## src/rtl/bmc_tx_pkg.sv

```systemverilog
`timescale 1ns/1ps
package bmc_tx_pkg;

  // Subframe format constants (fixed by the line format).
  localparam int SAMPLE_W   = 24;
  localparam int PRE_SLOTS  = 4;
  localparam int FLAG_BITS  = 4;                    // V, U, C, parity
  localparam int PAY_W      = SAMPLE_W + FLAG_BITS; // payload slots after preamble
  localparam int PRE_HALVES = 2 * PRE_SLOTS;

  typedef enum logic [1:0] {
    PRE_LEFT  = 2'd0,
    PRE_RIGHT = 2'd1,
    PRE_BLOCK = 2'd2
  } pre_e;

  // Eight half-cell shapes, first half-cell in bit 7, relative to a low start level.
  function automatic logic [PRE_HALVES-1:0] pre_shape(input pre_e kind);
    case (kind)
      PRE_BLOCK: pre_shape = 8'b1110_1000;
      PRE_RIGHT: pre_shape = 8'b1110_0100;
      default:   pre_shape = 8'b1110_0010;
    endcase
  endfunction

  // Level of preamble half-cell 'pos' given the level before the preamble.
  function automatic logic pre_level(input logic [PRE_HALVES-1:0] shape,
                                     input logic [2:0] pos,
                                     input logic base);
    pre_level = shape[3'd7 - pos] ^ base;
  endfunction

  // Biphase-mark: boundary always toggles, mid-cell toggles for a one.
  function automatic logic bmc_level(input logic prev, input logic bit_v,
                                     input logic second_half);
    bmc_level = second_half ? (prev ^ bit_v) : ~prev;
  endfunction

  // Payload in slot order (bit i = slot PRE_SLOTS+i) with even parity on top.
  function automatic logic [PAY_W-1:0] pack_payload(input logic [SAMPLE_W-1:0] smp,
                                                    input logic v, input logic u,
                                                    input logic c);
    logic [PAY_W-2:0] body;
    body = {c, u, v, smp};
    pack_payload = {^body, body};
  endfunction

endpackage

```

## src/rtl/bmc_sf_seq.sv

```systemverilog
`timescale 1ns/1ps
module bmc_sf_seq
  import bmc_tx_pkg::*;
#(
  parameter int BLOCK_FRAMES = 192,
  parameter int HALF_CELLS   = 64
) (
  input  logic                          clk,
  input  logic                          rst_n,
  input  logic                          hold,
  input  logic                          smp_valid,
  input  logic [SAMPLE_W-1:0]           smp_data,
  input  logic                          smp_v,
  input  logic                          smp_u,
  input  logic                          smp_c,
  output logic                          smp_ready,
  output logic                          at_load,
  output logic [$clog2(HALF_CELLS)-1:0] hc,
  output logic [PAY_W-1:0]              payload,
  output pre_e                          pre_kind
);
  localparam int HC_W  = $clog2(HALF_CELLS);
  localparam int FRM_W = $clog2(BLOCK_FRAMES);
  localparam logic [HC_W-1:0]  HC_LAST  = HC_W'(HALF_CELLS - 1);
  localparam logic [FRM_W-1:0] FRM_LAST = FRM_W'(BLOCK_FRAMES - 1);

  logic [HC_W-1:0]  hc_q;
  logic [FRM_W-1:0] frm_q;
  logic             right_q;   // channel of the next subframe to load
  logic [PAY_W-1:0] pay_q;
  pre_e             pre_q;
  logic [PAY_W-1:0] next_pay;
  pre_e             next_pre;

  assign at_load   = (hc_q == HC_LAST);
  assign smp_ready = at_load & rst_n;

  always_comb begin
    next_pay = smp_valid ? pack_payload(smp_data, smp_v, smp_u, smp_c)
                         : pack_payload('0, 1'b1, 1'b0, 1'b0);
    if (right_q)            next_pre = PRE_RIGHT;
    else if (frm_q == '0)   next_pre = PRE_BLOCK;
    else                    next_pre = PRE_LEFT;
  end

  always_ff @(posedge clk or negedge rst_n) begin
    if (!rst_n) begin
      hc_q    <= HC_LAST;
      frm_q   <= '0;
      right_q <= 1'b0;
      pay_q   <= '0;
      pre_q   <= PRE_BLOCK;
    end else if (hold) begin
      hc_q    <= HC_LAST;
      frm_q   <= '0;
      right_q <= 1'b0;
      pay_q   <= '0;
      pre_q   <= PRE_BLOCK;
    end else begin
      hc_q <= at_load ? '0 : hc_q + 1'b1;
      if (at_load) begin
        pay_q   <= next_pay;
        pre_q   <= next_pre;
        right_q <= ~right_q;
        if (right_q) frm_q <= (frm_q == FRM_LAST) ? '0 : frm_q + 1'b1;
      end
    end
  end

  assign hc       = hc_q;
  assign payload  = pay_q;
  assign pre_kind = pre_q;
endmodule

```

## src/rtl/bmc_cell.sv

```systemverilog
`timescale 1ns/1ps
module bmc_cell
  import bmc_tx_pkg::*;
#(
  parameter int HALF_CELLS = 64
) (
  input  logic                          clk,
  input  logic                          rst_n,
  input  logic                          hold,
  input  logic                          at_load,
  input  logic [$clog2(HALF_CELLS)-1:0] hc,
  input  logic [PAY_W-1:0]              payload,
  input  pre_e                          pre_kind,
  output logic                          cell_val
);
  localparam int HC_W   = $clog2(HALF_CELLS);
  localparam int SLOT_W = HC_W - 1;
  localparam logic [SLOT_W-1:0] PRE_END = SLOT_W'(PRE_SLOTS);

  logic              prev_q;   // level of the previous half-cell
  logic              base_q;   // level before the current preamble
  logic [SLOT_W-1:0] slot;
  logic [SLOT_W-1:0] pay_idx;
  logic [PAY_W-1:0]  pay_sh;
  logic              in_pre;
  logic              data_bit;

  assign slot     = hc[HC_W-1:1];
  assign in_pre   = (slot < PRE_END);
  assign pay_idx  = slot - PRE_END;
  assign pay_sh   = payload >> pay_idx;
  assign data_bit = pay_sh[0];

  assign cell_val = in_pre ? pre_level(pre_shape(pre_kind), hc[2:0], base_q)
                           : bmc_level(prev_q, data_bit, hc[0]);

  always_ff @(posedge clk or negedge rst_n) begin
    if (!rst_n) begin
      prev_q <= 1'b0;
      base_q <= 1'b0;
    end else if (hold) begin
      prev_q <= 1'b0;
      base_q <= 1'b0;
    end else begin
      prev_q <= cell_val;
      if (at_load) base_q <= cell_val;
    end
  end
endmodule

```

## src/rtl/bmc_line_gate.sv

```systemverilog
`timescale 1ns/1ps
module bmc_line_gate (
  input  logic clk,
  input  logic rst_n,
  input  logic hold,
  input  logic tx_off,
  input  logic bypass,
  input  logic ext_bmc,
  input  logic fsync,
  input  logic cell_val,
  output logic gate_open,
  output logic drive_en,
  output logic tx_p,
  output logic tx_n
);
  logic fs_q;
  logic fs_rise;
  logic gate_q;
  logic src;
  logic p_q;
  logic n_q;

  assign fs_rise  = fsync & ~fs_q;
  assign drive_en = gate_q & ~tx_off & ~hold;
  assign src      = bypass ? ext_bmc : cell_val;

  always_ff @(posedge clk or negedge rst_n) begin
    if (!rst_n) begin
      fs_q   <= 1'b1;
      gate_q <= 1'b0;
      p_q    <= 1'b0;
      n_q    <= 1'b0;
    end else begin
      fs_q <= fsync;
      if (hold)         gate_q <= 1'b0;
      else if (fs_rise) gate_q <= 1'b1;
      p_q <= drive_en & src;
      n_q <= drive_en & ~src;
    end
  end

  assign gate_open = gate_q;
  assign tx_p      = p_q;
  assign tx_n      = n_q;
endmodule

```

## src/rtl/bmc_frame_tx.sv

```systemverilog
`timescale 1ns/1ps
module bmc_frame_tx
  import bmc_tx_pkg::*;
#(
  parameter int BLOCK_FRAMES   = 192,
  parameter int SUBFRAME_SLOTS = 32
) (
  input  logic                clk,
  input  logic                rst_n,
  input  logic                pdn,
  input  logic                soft_rst,
  input  logic                tx_off,
  input  logic                bypass,
  input  logic                ext_bmc,
  input  logic                fsync,
  input  logic                smp_valid,
  output logic                smp_ready,
  input  logic [SAMPLE_W-1:0] smp_data,
  input  logic                smp_v,
  input  logic                smp_u,
  input  logic                smp_c,
  output logic                tx_p,
  output logic                tx_n
);
  localparam int HALF_CELLS = 2 * SUBFRAME_SLOTS;
  localparam int HC_W       = $clog2(HALF_CELLS);

  logic             hold;
  logic             at_load;
  logic [HC_W-1:0]  hc;
  logic [PAY_W-1:0] payload;
  pre_e             pre_kind;
  logic             cell_val;
  logic             gate_open;
  logic             drive_en;
  logic             sf_first;

  assign hold     = pdn | soft_rst;
  assign sf_first = (hc == '0);

  bmc_sf_seq #(.BLOCK_FRAMES(BLOCK_FRAMES), .HALF_CELLS(HALF_CELLS)) u_seq (
    .clk(clk), .rst_n(rst_n), .hold(hold),
    .smp_valid(smp_valid), .smp_data(smp_data),
    .smp_v(smp_v), .smp_u(smp_u), .smp_c(smp_c),
    .smp_ready(smp_ready), .at_load(at_load), .hc(hc),
    .payload(payload), .pre_kind(pre_kind)
  );

  bmc_cell #(.HALF_CELLS(HALF_CELLS)) u_cell (
    .clk(clk), .rst_n(rst_n), .hold(hold), .at_load(at_load),
    .hc(hc), .payload(payload), .pre_kind(pre_kind), .cell_val(cell_val)
  );

  bmc_line_gate u_gate (
    .clk(clk), .rst_n(rst_n), .hold(hold), .tx_off(tx_off),
    .bypass(bypass), .ext_bmc(ext_bmc), .fsync(fsync), .cell_val(cell_val),
    .gate_open(gate_open), .drive_en(drive_en), .tx_p(tx_p), .tx_n(tx_n)
  );
endmodule

```

## config.mk

```make
export PLATFORM = sky130hd
export DESIGN_NAME = bmc_frame_tx
export DESIGN_NICKNAME = d
export VERILOG_FILES = /design/src/rtl/bmc_tx_pkg.sv /design/src/rtl/bmc_sf_seq.sv /design/src/rtl/bmc_cell.sv /design/src/rtl/bmc_line_gate.sv /design/src/rtl/bmc_frame_tx.sv
export SDC_FILE = /design/constraint.sdc
export NUM_CORES = 1
export LEC_CHECK = 0
export BUFFER_PORTS_ARGS = -buffer_cell sky130_fd_sc_hd__buf_2
export CAP_MARGIN = 10
export CORE_MARGIN = 5
export CORE_UTILIZATION = 35
export DETAILED_ROUTE_END_ITERATION = 16
export SLEW_MARGIN = 20
export SYNTH_ARGS = -nofsm -noshare
export SYNTH_HDL_FRONTEND = slang
export SYNTH_HIERARCHICAL = 1
export SYNTH_SLANG_ARGS = --single-unit
```

## constraint.sdc

```tcl
create_clock -name clk -period 4.6 [get_ports clk]
set_input_delay 0.69 -clock clk [delete_from_list [all_inputs] [get_ports clk]]
set_output_delay 0.69 -clock clk [all_outputs]
set_load 0.005 [all_outputs]
```

==> Word-level counts from Yosys, hierarchy flattened <==
Index checks and enable logic that the tools add are counted.
{ "word_totals": {"ff_bits": 51} }
{ "classes": {"muxes": 26, "magnitude_cmp": 2, "shifts": 1, "n_eq_ne": 4, "n_reduce_logical": 6, "addsub": 4, "bitwise": 15} }
{ "ops": {"columns": ["cell", "count"], "rows": [
  ["$mux 28", 3],
  ["$mux 8", 4],
  ["$shr 28x5->1", 1],
  ["$reduce_xor 27->1", 1],
  ["$mux 6", 2],
  ["$mux 1", 11],
  ["$add 8x1->8 const B", 1],
  ["$eq 8x8->1 const B", 1],
  ["$logic_not 8->1", 1],
  ["$mux 2", 4],
  ["$pmux 4 s2", 1],
  ["$add 6x1->6 const B", 1],
  ["$and 1x1->1", 6],
  ["$eq 6x6->1 const B", 1],
  ["$not 1->1", 6],
  ["$reduce_bool 2->1", 3],
  ["$lt 5x3->1 const B", 1],
  ["$sub 5x3->5 const B", 1],
  ["$lt 3x4->1 const B", 1],
  ["$bmux 1 s3", 1],
  ["$sub 3x3->3 const A", 1],
  ["$eq 2x1->1 const B", 1],
  ["$eq 2x2->1 const B", 1],
  ["$reduce_and 2->1", 1],
  ["other kinds (2)", 3]
]} }

==> Longest topological paths before layout <==
Gate-level depths: netlist of run 1.
{ "depth": {"depth_word": 9, "depth_mapped": 11, "mapped_depth_nobuf": 10} }

==> By module <==
The synthesis of run 1 kept the hierarchy.
{ "by_module_without_submodules": {"columns": ["mod", "area_each_um2", "n_inst", "cells_each"], "rows": [
  ["bmc_sf_seq", 2109.5, 1, 180],
  ["bmc_cell", 529.3, 1, 57],
  ["bmc_line_gate", 161.4, 1, 11],
  ["bmc_frame_tx", 6.3, 1, 1]
]} }

==> Least setup slack after synthesis of run 1 <==
No wires, ideal clock.
{ "synth_timing": {"kind": "register -> register", "from": "register u_seq.hc_q[3] (netlist: u_seq/hc[3])", "to": "register u_gate.p_q (netlist: u_gate/tx_p)", "setup_time_ps": 120, "t_required_ps": 4480, "stages_incl_launch_ff": 12, "synth_period_minus_slack_ps": 2928, "arrival_ps": 2808, "slack_ps": 1672, "n_path_buf": 1, "cell_sequence": "dfstp_2 inv_2 ha_1 buf_6 mux2i_1 mux4_2 a22o_1 mux2i_1 nor4_2 nand2_1 mux2i_1 and2b_2"} }
{ "synth_between": {"elab_chain_len": 7, "elab_cells_between_ends": 8} }
{ "synth_rtl": {"columns": ["item", "line", "text"], "rows": [
  ["start, declared", "bmc_sf_seq.sv:27", "logic [HC_W-1:0] hc_q;"],
  ["start signal, assigned", "bmc_sf_seq.sv:60", "hc_q <= at_load ? '0 : hc_q + 1'b1;"],
  ["$sub 5x3->5", "bmc_cell.sv:30", "assign pay_idx = slot - PRE_END;"],
  ["$shr 28x5->1", "bmc_cell.sv:31", "assign pay_sh = payload >> pay_idx;"],
  ["$xor 1x1->1", "bmc_tx_pkg.sv:36", "bmc_level = second_half ? (prev ^ bit_v) : ~prev;"],
  ["$mux 1", "bmc_tx_pkg.sv:36", null],
  ["$mux 1 (*)", "bmc_cell.sv:34", "assign cell_val = in_pre ? pre_level(pre_shape(pre_kind), hc[2:0], base_q)"],
  ["net cell_val", "bmc_frame_tx.sv:33", "logic cell_val;"],
  ["$mux 1 (*)", "bmc_line_gate.sv:25", "assign src = bypass ? ext_bmc : cell_val;"],
  ["$and 1x1->1 (*)", "bmc_line_gate.sv:37", "p_q <= drive_en & src;"],
  ["end signal, assigned", "bmc_line_gate.sv:37", null],
  ["end, declared", "bmc_line_gate.sv:20", "logic p_q;"]
]} }
The timed path passes the listed nets; every way through them passes the cells marked *.
A chain may end at the register's enable or synchronous reset.

==> Worst setup path after layout of run 1 <==
Ends and elaborated chain as after synthesis.

==> tab_implementation.tex, run 1 <==
\begin{tabular}{lr}
\hline
Metric & Value \\
\hline
\multicolumn{2}{l}{\textbf{Status}} \\
\quad Run status & finished clean \\
\multicolumn{2}{l}{\textbf{Place}} \\
\quad Cells after DPL & around 380 \\
\quad Final Wtd Congestion & 0.780 \\
\quad Estimated wirelength of the detail-placed design & roughly 4.3 mm \\
\quad Port bufs & 38 \\
\multicolumn{2}{l}{\textbf{Clock network}} \\
\quad CTS Buf Count & 5 \\
\quad Clock-pin slew reported for the worst setup and hold paths after clock tree synthesis & around 0.09 ns \\
\quad TritonCTS clock tree & done \\
\quad Depth of the CTS H-tree & 2 \\
\quad Worst-Skew Late Latency & approximately 0.29 ns \\
\quad Number of buffers added for setup after CTS & 0 \\
\quad Clock Root Buffer & sky130\_fd\_sc\_hd\_\_clkbuf\_8 \\
\quad Max Buffers Root-to-Sink & 2 \\
\quad Resized Gates After CTS & 0 \\
\quad Sinks on the clock net & between 50 and 60 \\
\quad CTS Hold Buffers Added & 0 \\
\multicolumn{2}{l}{\textbf{Floorplan}} \\
\quad Floorplan die height & between 90 and 100 um \\
\quad DIE AREA & between 0.009 and 0.01 mm2 \\
\quad Number of cell rows & 32 \\
\quad Die width & between 90 and 100 um \\
\quad I/O pin count & 39 \\
\quad Initial core utilization & 0.361 \\
\quad Floorplan core area & a little under 0.008 mm2 \\
\multicolumn{2}{l}{\textbf{Synth}} \\
\quad Avg Cell Area, Syn & 11.3 um2 \\
\quad Cell with the most instances after synthesis & sky130\_fd\_sc\_hd\_\_dfrtp\_1 \\
\quad Commonest cells in the netlist & 43 x sky130\_fd\_sc\_hd\_\_dfrtp\_1, 28 x sky130\_fd\_sc\_hd\_\_a22o\_1, 24 x sky130\_fd\_sc\_hd\_\_xnor2\_1 \\
\quad Cell area after synthesis & $\sim$0.0028 mm2 \\
\quad Distinct cell type count after synthesis & 50 \\
\quad Synth Warn \# & 6 \\
\quad Area fraction of the dominant cell type after synthesis & 0.383 \\
\quad Register area share after synthesis & 0.458 \\
\quad Number of synthesized register bits & a little over 50 \\
\quad Leading post-synthesis cells by cell area & sky130\_fd\_sc\_hd\_\_dfrtp\_1 38\%, sky130\_fd\_sc\_hd\_\_a22o\_1 8.7\%, sky130\_fd\_sc\_hd\_\_dfstp\_2 7.5\% \\
\quad Cell count after synthesis & 249 \\
\quad Number of enable flip-flop cells after synthesis & 0 \\
\quad Number of nets in the synthesized netlist & roughly 290 \\
\quad Prevailing post-synth register cell & sky130\_fd\_sc\_hd\_\_dfrtp\_1 \\
\quad Dominant cell type by area after synthesis & sky130\_fd\_sc\_hd\_\_dfrtp\_1 \\
\quad Fraction of synthesis flops using an asynchronous set or reset pin & 1.00 \\
\multicolumn{2}{l}{\textbf{STA}} \\
\quad Final Cycle Share & 0.716 \\
\quad Setup Skew & $\sim$0.006 ns \\
\quad Unrepaired setup endpoints after global routing & false \\
\quad Maximum clock rate & roughly 300 MHz \\
\quad Max-slew violations & 0 \\
\quad Final critical-path required period & approximately 3.3 ns \\
\quad TNS Setup & 0 ns \\
\quad Max transition margin & 0.314 \\
\quad Hold Fails Final Rpt & 0 \\
\quad Worst-Margin Slew & 1.03 ns \\
\quad Total setup violations reported at the end of the flow & 0 \\
\multicolumn{2}{l}{\textbf{Worst setup path}} \\
\quad Cell Chain, Critical Path & inv\_2 > ha\_1 > mux2i\_1 > mux4\_2 > a22o\_1 > mux2i\_1 > nor4\_2 > nand2\_1 > mux2i\_1 > and2b\_2 \\
\quad Max stage delay cell, worst path & sky130\_fd\_sc\_hd\_\_dfstp\_2 \\
\quad Crit path arrival time & between 3 and 4 ns \\
\quad Largest stage delay on the critical path & $\sim$0.61 ns \\
\quad Largest fanout on the critical path & 11 \\
\quad Nature of the critical path endpoint & flop \\
\quad Worst path bufs/invs & 1 \\
\quad Worst setup path class & reg2reg \\
\quad Cell type group with the largest total delay on the critical path & multiplexers \\
\quad Required arrival time at the worst endpoint & approximately 4.8 ns \\
\quad Most prevalent standard cell on the critical path & sky130\_fd\_sc\_hd\_\_mux2i\_1 \\
\quad Startpoint Class & flop \\
\multicolumn{2}{l}{\textbf{Global route}} \\
\quad Met2 Track Usage GR & 0.196 \\
\quad Met3 usage & 0.0266 \\
\quad Number of global-route vias before repair & between 2000 and 2500 \\
\quad Overflow left after global routing & 0 \\
\quad Antenna violations before repair & 0 \\
\quad Pin count of the biggest net entering global routing & 52 \\
\quad Met1 usage in global routing & 0.176 \\
\quad Total routing usage reported by global routing & 0.125 \\
\quad Wire length of the first global-routing pass & $\sim$10 mm \\
\quad GRT busiest layer & met2 \\
\multicolumn{2}{l}{\textbf{Routing}} \\
\quad Routed Wire Length & around 5.8 mm \\
\quad WL per Instance & 14.8 um \\
\quad Count of antenna-violating nets left after detailed routing & 0 \\
\quad Average vias per placed instance & between 4 and 5 \\
\quad Number of iterations in the first detailed-routing pass & 4 \\
\quad Post-route DRC violation count & 0 \\
\quad Detailed router's first-iteration violation count & 74 \\
\quad Overall via count from detail\_route & slightly below 2000 \\
\multicolumn{2}{l}{\textbf{Run}} \\
\quad Max Cap Violations & 0 \\
\multicolumn{2}{l}{\textbf{Finish}} \\
\quad Number of diodes added for antenna fixing & 0 \\
\quad Synthesis-to-layout area growth & 12.4\% \\
\quad Count of fill cells added during filler insertion & approximately 760 \\
\quad Fraction of final layout cells with drive strength greater than 1 & 0.236 \\
\quad Final \#Nets & around 330 \\
\quad Cell Count, Final, Fillers Out & 390 \\
\multicolumn{2}{l}{\textbf{Power and ir drop}} \\
\quad Cell area power density & between 300 and 400 mW/mm2 \\
\quad Total leakage power & around 1.4 nW \\
\quad IR drop worst, VDD & approximately 0.13 mV \\
\multicolumn{2}{l}{\textbf{Min path}} \\
\quad Worst hold path type & in2reg \\
\hline
\end{tabular}
final cells by class:
type	instances	area, um2	share of cell area
flip-flops and latches	51	1290	0.408
multi-input cells	179	1420	0.449
well taps	102	128	0.0405
clock buffers	8	80.1	0.0254
inverters	10	37.5	0.0119
repair buffers	40	205	0.0651
placed cells by master, fill, tap and decap left out, types with 2 or more instances in the layout:
cell type                   n
sky130_fd_sc_hd__dfrtp_1   43
sky130_fd_sc_hd__buf_2     38
sky130_fd_sc_hd__a22o_1    28
sky130_fd_sc_hd__xnor2_1   24
sky130_fd_sc_hd__nand2_1   19
sky130_fd_sc_hd__nor2_1    14
sky130_fd_sc_hd__mux2i_1   11
sky130_fd_sc_hd__inv_1      8
sky130_fd_sc_hd__dfstp_2    8
sky130_fd_sc_hd__nor3_1     7
sky130_fd_sc_hd__a21oi_1    6
sky130_fd_sc_hd__ha_1       6
sky130_fd_sc_hd__nand3_1    6
sky130_fd_sc_hd__xor2_1     6
sky130_fd_sc_hd__clkbuf_8   5
sky130_fd_sc_hd__nor2b_1    4
sky130_fd_sc_hd__and3_1     4
sky130_fd_sc_hd__o21ai_0    4
sky130_fd_sc_hd__clkbuf_1   3
sky130_fd_sc_hd__mux4_2     3
sky130_fd_sc_hd__and2_1     3
sky130_fd_sc_hd__nand2b_1   3
sky130_fd_sc_hd__buf_4      2
sky130_fd_sc_hd__inv_2      2
sky130_fd_sc_hd__mux4_1     2
sky130_fd_sc_hd__o21ai_1    2
sky130_fd_sc_hd__a21o_1     2
sky130_fd_sc_hd__nor4_1     2
sky130_fd_sc_hd__xnor3_1    2
power breakdown:
part | internal, mW | switching, mW
clock | 0.108 | 0.139
sequential | 0.469 | 0.0193
combinational | 0.111 | 0.109
total | 0.689 | 0.267
cell families after synthesis:
family	Yosys count	synth area share
simple gates	73	0.139
fa+ha+maj	6	0.0267
xor+xnor	33	0.115
flops	51	0.458
compound gates	51	0.142
mux	16	0.0820
buf+inv	19	0.0366
metal layers:
| layer | part of all wire | vias up | wire length (um) |
|---|---|---|---|
| met5 | 0 | - | 0 |
| met2 | 0.47 | 30 | 2690 |
| li1 | - | 961 | - |
| met3 | 0.032 | 2 | 182 |
| met1 | 0.50 | 948 | 2870 |
| met4 | 0.0055 | 0 | 32 |
stage by stage:
stage          hold WS [ns]  setup WS, ns   util  total power [mW]  area [um2]
4_1_cts               0.486          1.30  0.406             0.968        3150
2_1_floorplan         0.394          1.67      -             0.659        2810
3_3_place_gp          0.495          1.39  0.396             0.717        3070
3_5_place_dp          0.496          1.31  0.396             0.719        3070
6_report              0.495          1.31  0.406             0.955        3150
5_1_grt               0.478          1.10  0.406              1.01        3150
registers in the layout, summed over array words and instances, names as in the netlist:
name / flops
u_cell/base_q: 1
u_gate/gate_open: 1
u_gate/fs_q: 1
u_seq/payload: 28
u_gate/tx_p: 1
u_seq/right_q: 1
u_seq/pre_kind: 2
u_cell/prev_q: 1
u_seq/hc: 6
u_seq/frm_q: 8
u_gate/tx_n: 1
final timing paths:
check / startpoint / end / slack, ns / depth (start not counted)
setup / recovery: u_seq/hc[3] / u_gate/tx_p / 1.31 / 10
max in group asynchronous: rst_n / u_seq/frm_q[3] / 3.63 / 2
setup reg to reg: u_seq/hc[3] / u_gate/tx_p / 1.31 / 10
hold reg to reg: u_seq/payload[21] / u_seq/payload[21] / 0.52 / 1
min in group asynchronous: rst_n / u_seq/payload[23] / 0.56 / 2
hold / removal: fsync / u_gate/fs_q / 0.50 / 1
Power figures use the tool's default switching activity.
==> run 2, diff against run 1 <==
Settings changed: ABC_AREA from default to 1.
Clock period 4.6 ns to 2.8 ns, I/O delays scaled along.
==> tab_implementation.tex, run 2 <==
\begin{tabular}{lr}
\hline
Metric & Value \\
\hline
\multicolumn{2}{l}{\textbf{Status}} \\
\quad Run status & finished clean \\
\multicolumn{2}{l}{\textbf{Floorplan}} \\
\quad DIE AREA & 0.0115 mm2 (+16\%) \\
\quad Floorplan die height & 107 um (+7.6\%) \\
\quad I/O pin count & 39 (unchanged) \\
\quad Die width & 107 um (+7.6\%) \\
\quad Number of cell rows & 35 (+9.4\%) \\
\quad Floorplan core area & 0.00920 mm2 (+18\%) \\
\quad Initial core utilization & 0.359 (-0.00240) \\
\multicolumn{2}{l}{\textbf{Power and ir drop}} \\
\quad Cell area power density & 472 mW/mm2 (+56\%) \\
\quad Total leakage power & 2.10 nW (+46\%) \\
\quad Final Power & 1.75 mW (+83\%) \\
\quad IR drop worst, VDD & 0.223 mV (+71\%) \\
\multicolumn{2}{l}{\textbf{Routing}} \\
\quad Average vias per placed instance & 4.68 (-5.9\%) \\
\quad Number of iterations in the first detailed-routing pass & 4 (unchanged) \\
\quad Count of antenna-violating nets left after detailed routing & 0 (unchanged) \\
\quad Overall via count from detail\_route & 2935 (+51\%) \\
\quad Post-route DRC violation count & 0 (unchanged) \\
\quad Detailed router's first-iteration violation count & 163 (+120\%) \\
\quad Routed Wire Length & 6.97 mm (+21\%) \\
\quad WL per Instance & 11.1 um (-25\%) \\
\multicolumn{2}{l}{\textbf{STA}} \\
\quad Max-slew violations & 0 (unchanged) \\
\quad Unrepaired setup endpoints after global routing & false \\
\quad Setup Skew & 0.00777 ns (+0.00187 ns) \\
\quad Worst-Margin Slew & 0.875 ns (-0.153 ns) \\
\quad Final setup margin & 0.440 ns (-0.867 ns) \\
\quad Final critical-path required period & approximately 2.4 ns \\
\quad Maximum clock rate & approximately 420 MHz \\
\quad Final Cycle Share & 0.843 \\
\quad Total setup violations reported at the end of the flow & 0 (unchanged) \\
\quad TNS Setup & 0 ns (unchanged) \\
\quad Max transition margin & 0.415 (+0.101) \\
\quad Hold Fails Final Rpt & 0 (unchanged) \\
\multicolumn{2}{l}{\textbf{Place}} \\
\quad Port bufs & 38 (unchanged) \\
\quad DP Worst Slack & 0.525 ns (-0.781 ns) \\
\quad Estimated wirelength of the detail-placed design & 5.33 mm (+25\%) \\
\quad Final Wtd Congestion & 0.850 (+9.1\%) \\
\multicolumn{2}{l}{\textbf{Worst setup path}} \\
\quad Reg2Reg Depth & 15 (+5) \\
\quad Startpoint Class & flop \\
\quad Worst setup path class & reg2out \\
\quad Crit path arrival time & 1.94 ns (-1.55 ns) \\
\quad Reg-to-Reg End & u\_gate/tx\_p \\
\quad Nature of the critical path endpoint & primary output \\
\quad Required arrival time at the worst endpoint & 2.38 ns (-2.41 ns) \\
\quad Largest fanout on the critical path & 8 (-3) \\
\quad Slack of the worst reg-to-reg path & 0.51 ns (-0.80 ns) \\
\quad Reg2Reg Launch Point & u\_seq/hc[3] \\
\multicolumn{2}{l}{\textbf{Finish}} \\
\quad Most frequent cells in the layout & 179 x sky130\_fd\_sc\_hd\_\_nand2\_1, 80 x sky130\_fd\_sc\_hd\_\_inv\_1, 43 x sky130\_fd\_sc\_hd\_\_dfrtp\_1 \\
\quad Most common library cell in the layout ignoring fill and taps & sky130\_fd\_sc\_hd\_\_nand2\_1 \\
\quad Synthesis-to-layout area growth & 12.5\% \\
\quad Flip-flop count of the largest register, all copies and words added & 28 (unchanged) \\
\quad Final \#Nets & 557 (+69\%) \\
\quad Fraction of final layout cells with drive strength greater than 1 & 0.159 (-0.0772) \\
\quad Count of fill cells added during filler insertion & 957 (+26\%) \\
\quad Number of diodes added for antenna fixing & 0 (unchanged) \\
\multicolumn{2}{l}{\textbf{Min path}} \\
\quad Hold wc startpoint & fsync \\
\quad End point of the most critical hold path & u\_gate/fs\_q \\
\quad Number of cells on the worst hold path & 1 (unchanged) \\
\quad Worst hold path type & in2reg \\
\multicolumn{2}{l}{\textbf{Clock network}} \\
\quad Sinks on the clock net & 51 (unchanged) \\
\quad Resized Gates After CTS & 0 (unchanged) \\
\quad CTS Hold Buffers Added & 0 (unchanged) \\
\quad CTS Buf Count & 5 (unchanged) \\
\quad Clock-pin slew reported for the worst setup and hold paths after clock tree synthesis & 0.09 ns (about the same) \\
\quad Max Buffers Root-to-Sink & 2 (unchanged) \\
\quad TritonCTS clock tree & done \\
\quad Number of buffers added for setup after CTS & 0 (unchanged) \\
\quad Depth of the CTS H-tree & 2 (unchanged) \\
\quad Clock Root Buffer & sky130\_fd\_sc\_hd\_\_clkbuf\_8 \\
\quad Worst-Skew Late Latency & 0.31 ns (+0.02 ns) \\
\multicolumn{2}{l}{\textbf{Global route}} \\
\quad Antenna violations before repair & 0 (unchanged) \\
\quad Overflow left after global routing & 0 (unchanged) \\
\quad Total routing usage reported by global routing & 0.131 (+0.00600) \\
\quad Pin count of the biggest net entering global routing & 52 (unchanged) \\
\quad Number of global-route vias before repair & 2872 (+43\%) \\
\quad Wire length of the first global-routing pass & 12.4 mm (+25\%) \\
\multicolumn{2}{l}{\textbf{Synth}} \\
\quad Avg Cell Area, Syn & 6.95 um2 (-38\%) \\
\quad Number of nets in the synthesized netlist & 517 (+78\%) \\
\quad Cell area after synthesis & 0.00330 mm2 (+18\%) \\
\quad Cell count after synthesis & 475 (+91\%) \\
\quad Synth Warn \# & 6 (unchanged) \\
\multicolumn{2}{l}{\textbf{Run}} \\
\quad Max Cap Violations & 0 (unchanged) \\
\hline
\end{tabular}
## run 2: where the power goes
part	leakage (nW)	internal, mW	switching [mW]
clock	0.0654	0.357	0.236
combinational	1.36	0.129	0.241
sequential	0.680	0.767	0.0224
## run 2: area by class of cell
class	instances	area [um2]	area share
clock buffers	6	72.6	0.0195
clock inverters	2	60.1	0.0162
inverters	85	325	0.0876
multi-input cells	330	1610	0.434
flip-flops and latches	51	1290	0.346
well taps	111	139	0.0374
repair buffers	42	220	0.0593
## run 2: through the flow
step                hold WS (ns)  instances  area (um2)   util
floorplan                  0.124        475        3300      -
global placement           0.458        619        3580  0.390
detailed placement         0.468        619        3580  0.390
CTS                        0.208        627        3710  0.404
global route               0.204        627        3710  0.404
finish                     0.222        627        3710  0.404
## run 2: worst max-delay path, cell delays in order (launching register included)
cell	delay, ns
sky130_fd_sc_hd__dfstp_2	0.60
sky130_fd_sc_hd__ha_1	0.18
sky130_fd_sc_hd__nand2_1	0.07
sky130_fd_sc_hd__nor2_1	0.09
sky130_fd_sc_hd__inv_1	0.06
sky130_fd_sc_hd__nor2_2	0.09
sky130_fd_sc_hd__inv_2	0.06
sky130_fd_sc_hd__nor2_4	0.19
sky130_fd_sc_hd__inv_4	0.09
sky130_fd_sc_hd__nor2_1	0.09
sky130_fd_sc_hd__buf_2	0.12
## run 2: worst max-delay path by stage
stage	depth (start not counted)	slack, ns	to	startpoint
floorplan	14	0.90	u_gate/tx_p	u_seq/hc[3]
global placement	14	0.53	u_gate/tx_p	u_seq/hc[3]
detailed placement	15	0.52	u_gate/tx_p	u_seq/hc[3]
CTS	10	0.40	smp_ready	u_seq/hc[0]
global route	10	0.28	smp_ready	u_seq/hc[0]
finish	10	0.44	smp_ready	u_seq/hc[0]
## run 2: metal layers
| layer | routed length (um) | vias to the layer above | track usage |
|---|---|---|---|
| met3 | 208 | 6 | 0.0181 |
| met4 | 89 | 0 | 0.0384 |
| met2 | 3340 | 46 | 0.224 |
| met1 | 3340 | 1336 | 0.172 |
| met5 | 0 | - | 0 |
| li1 | - | 1547 | - |
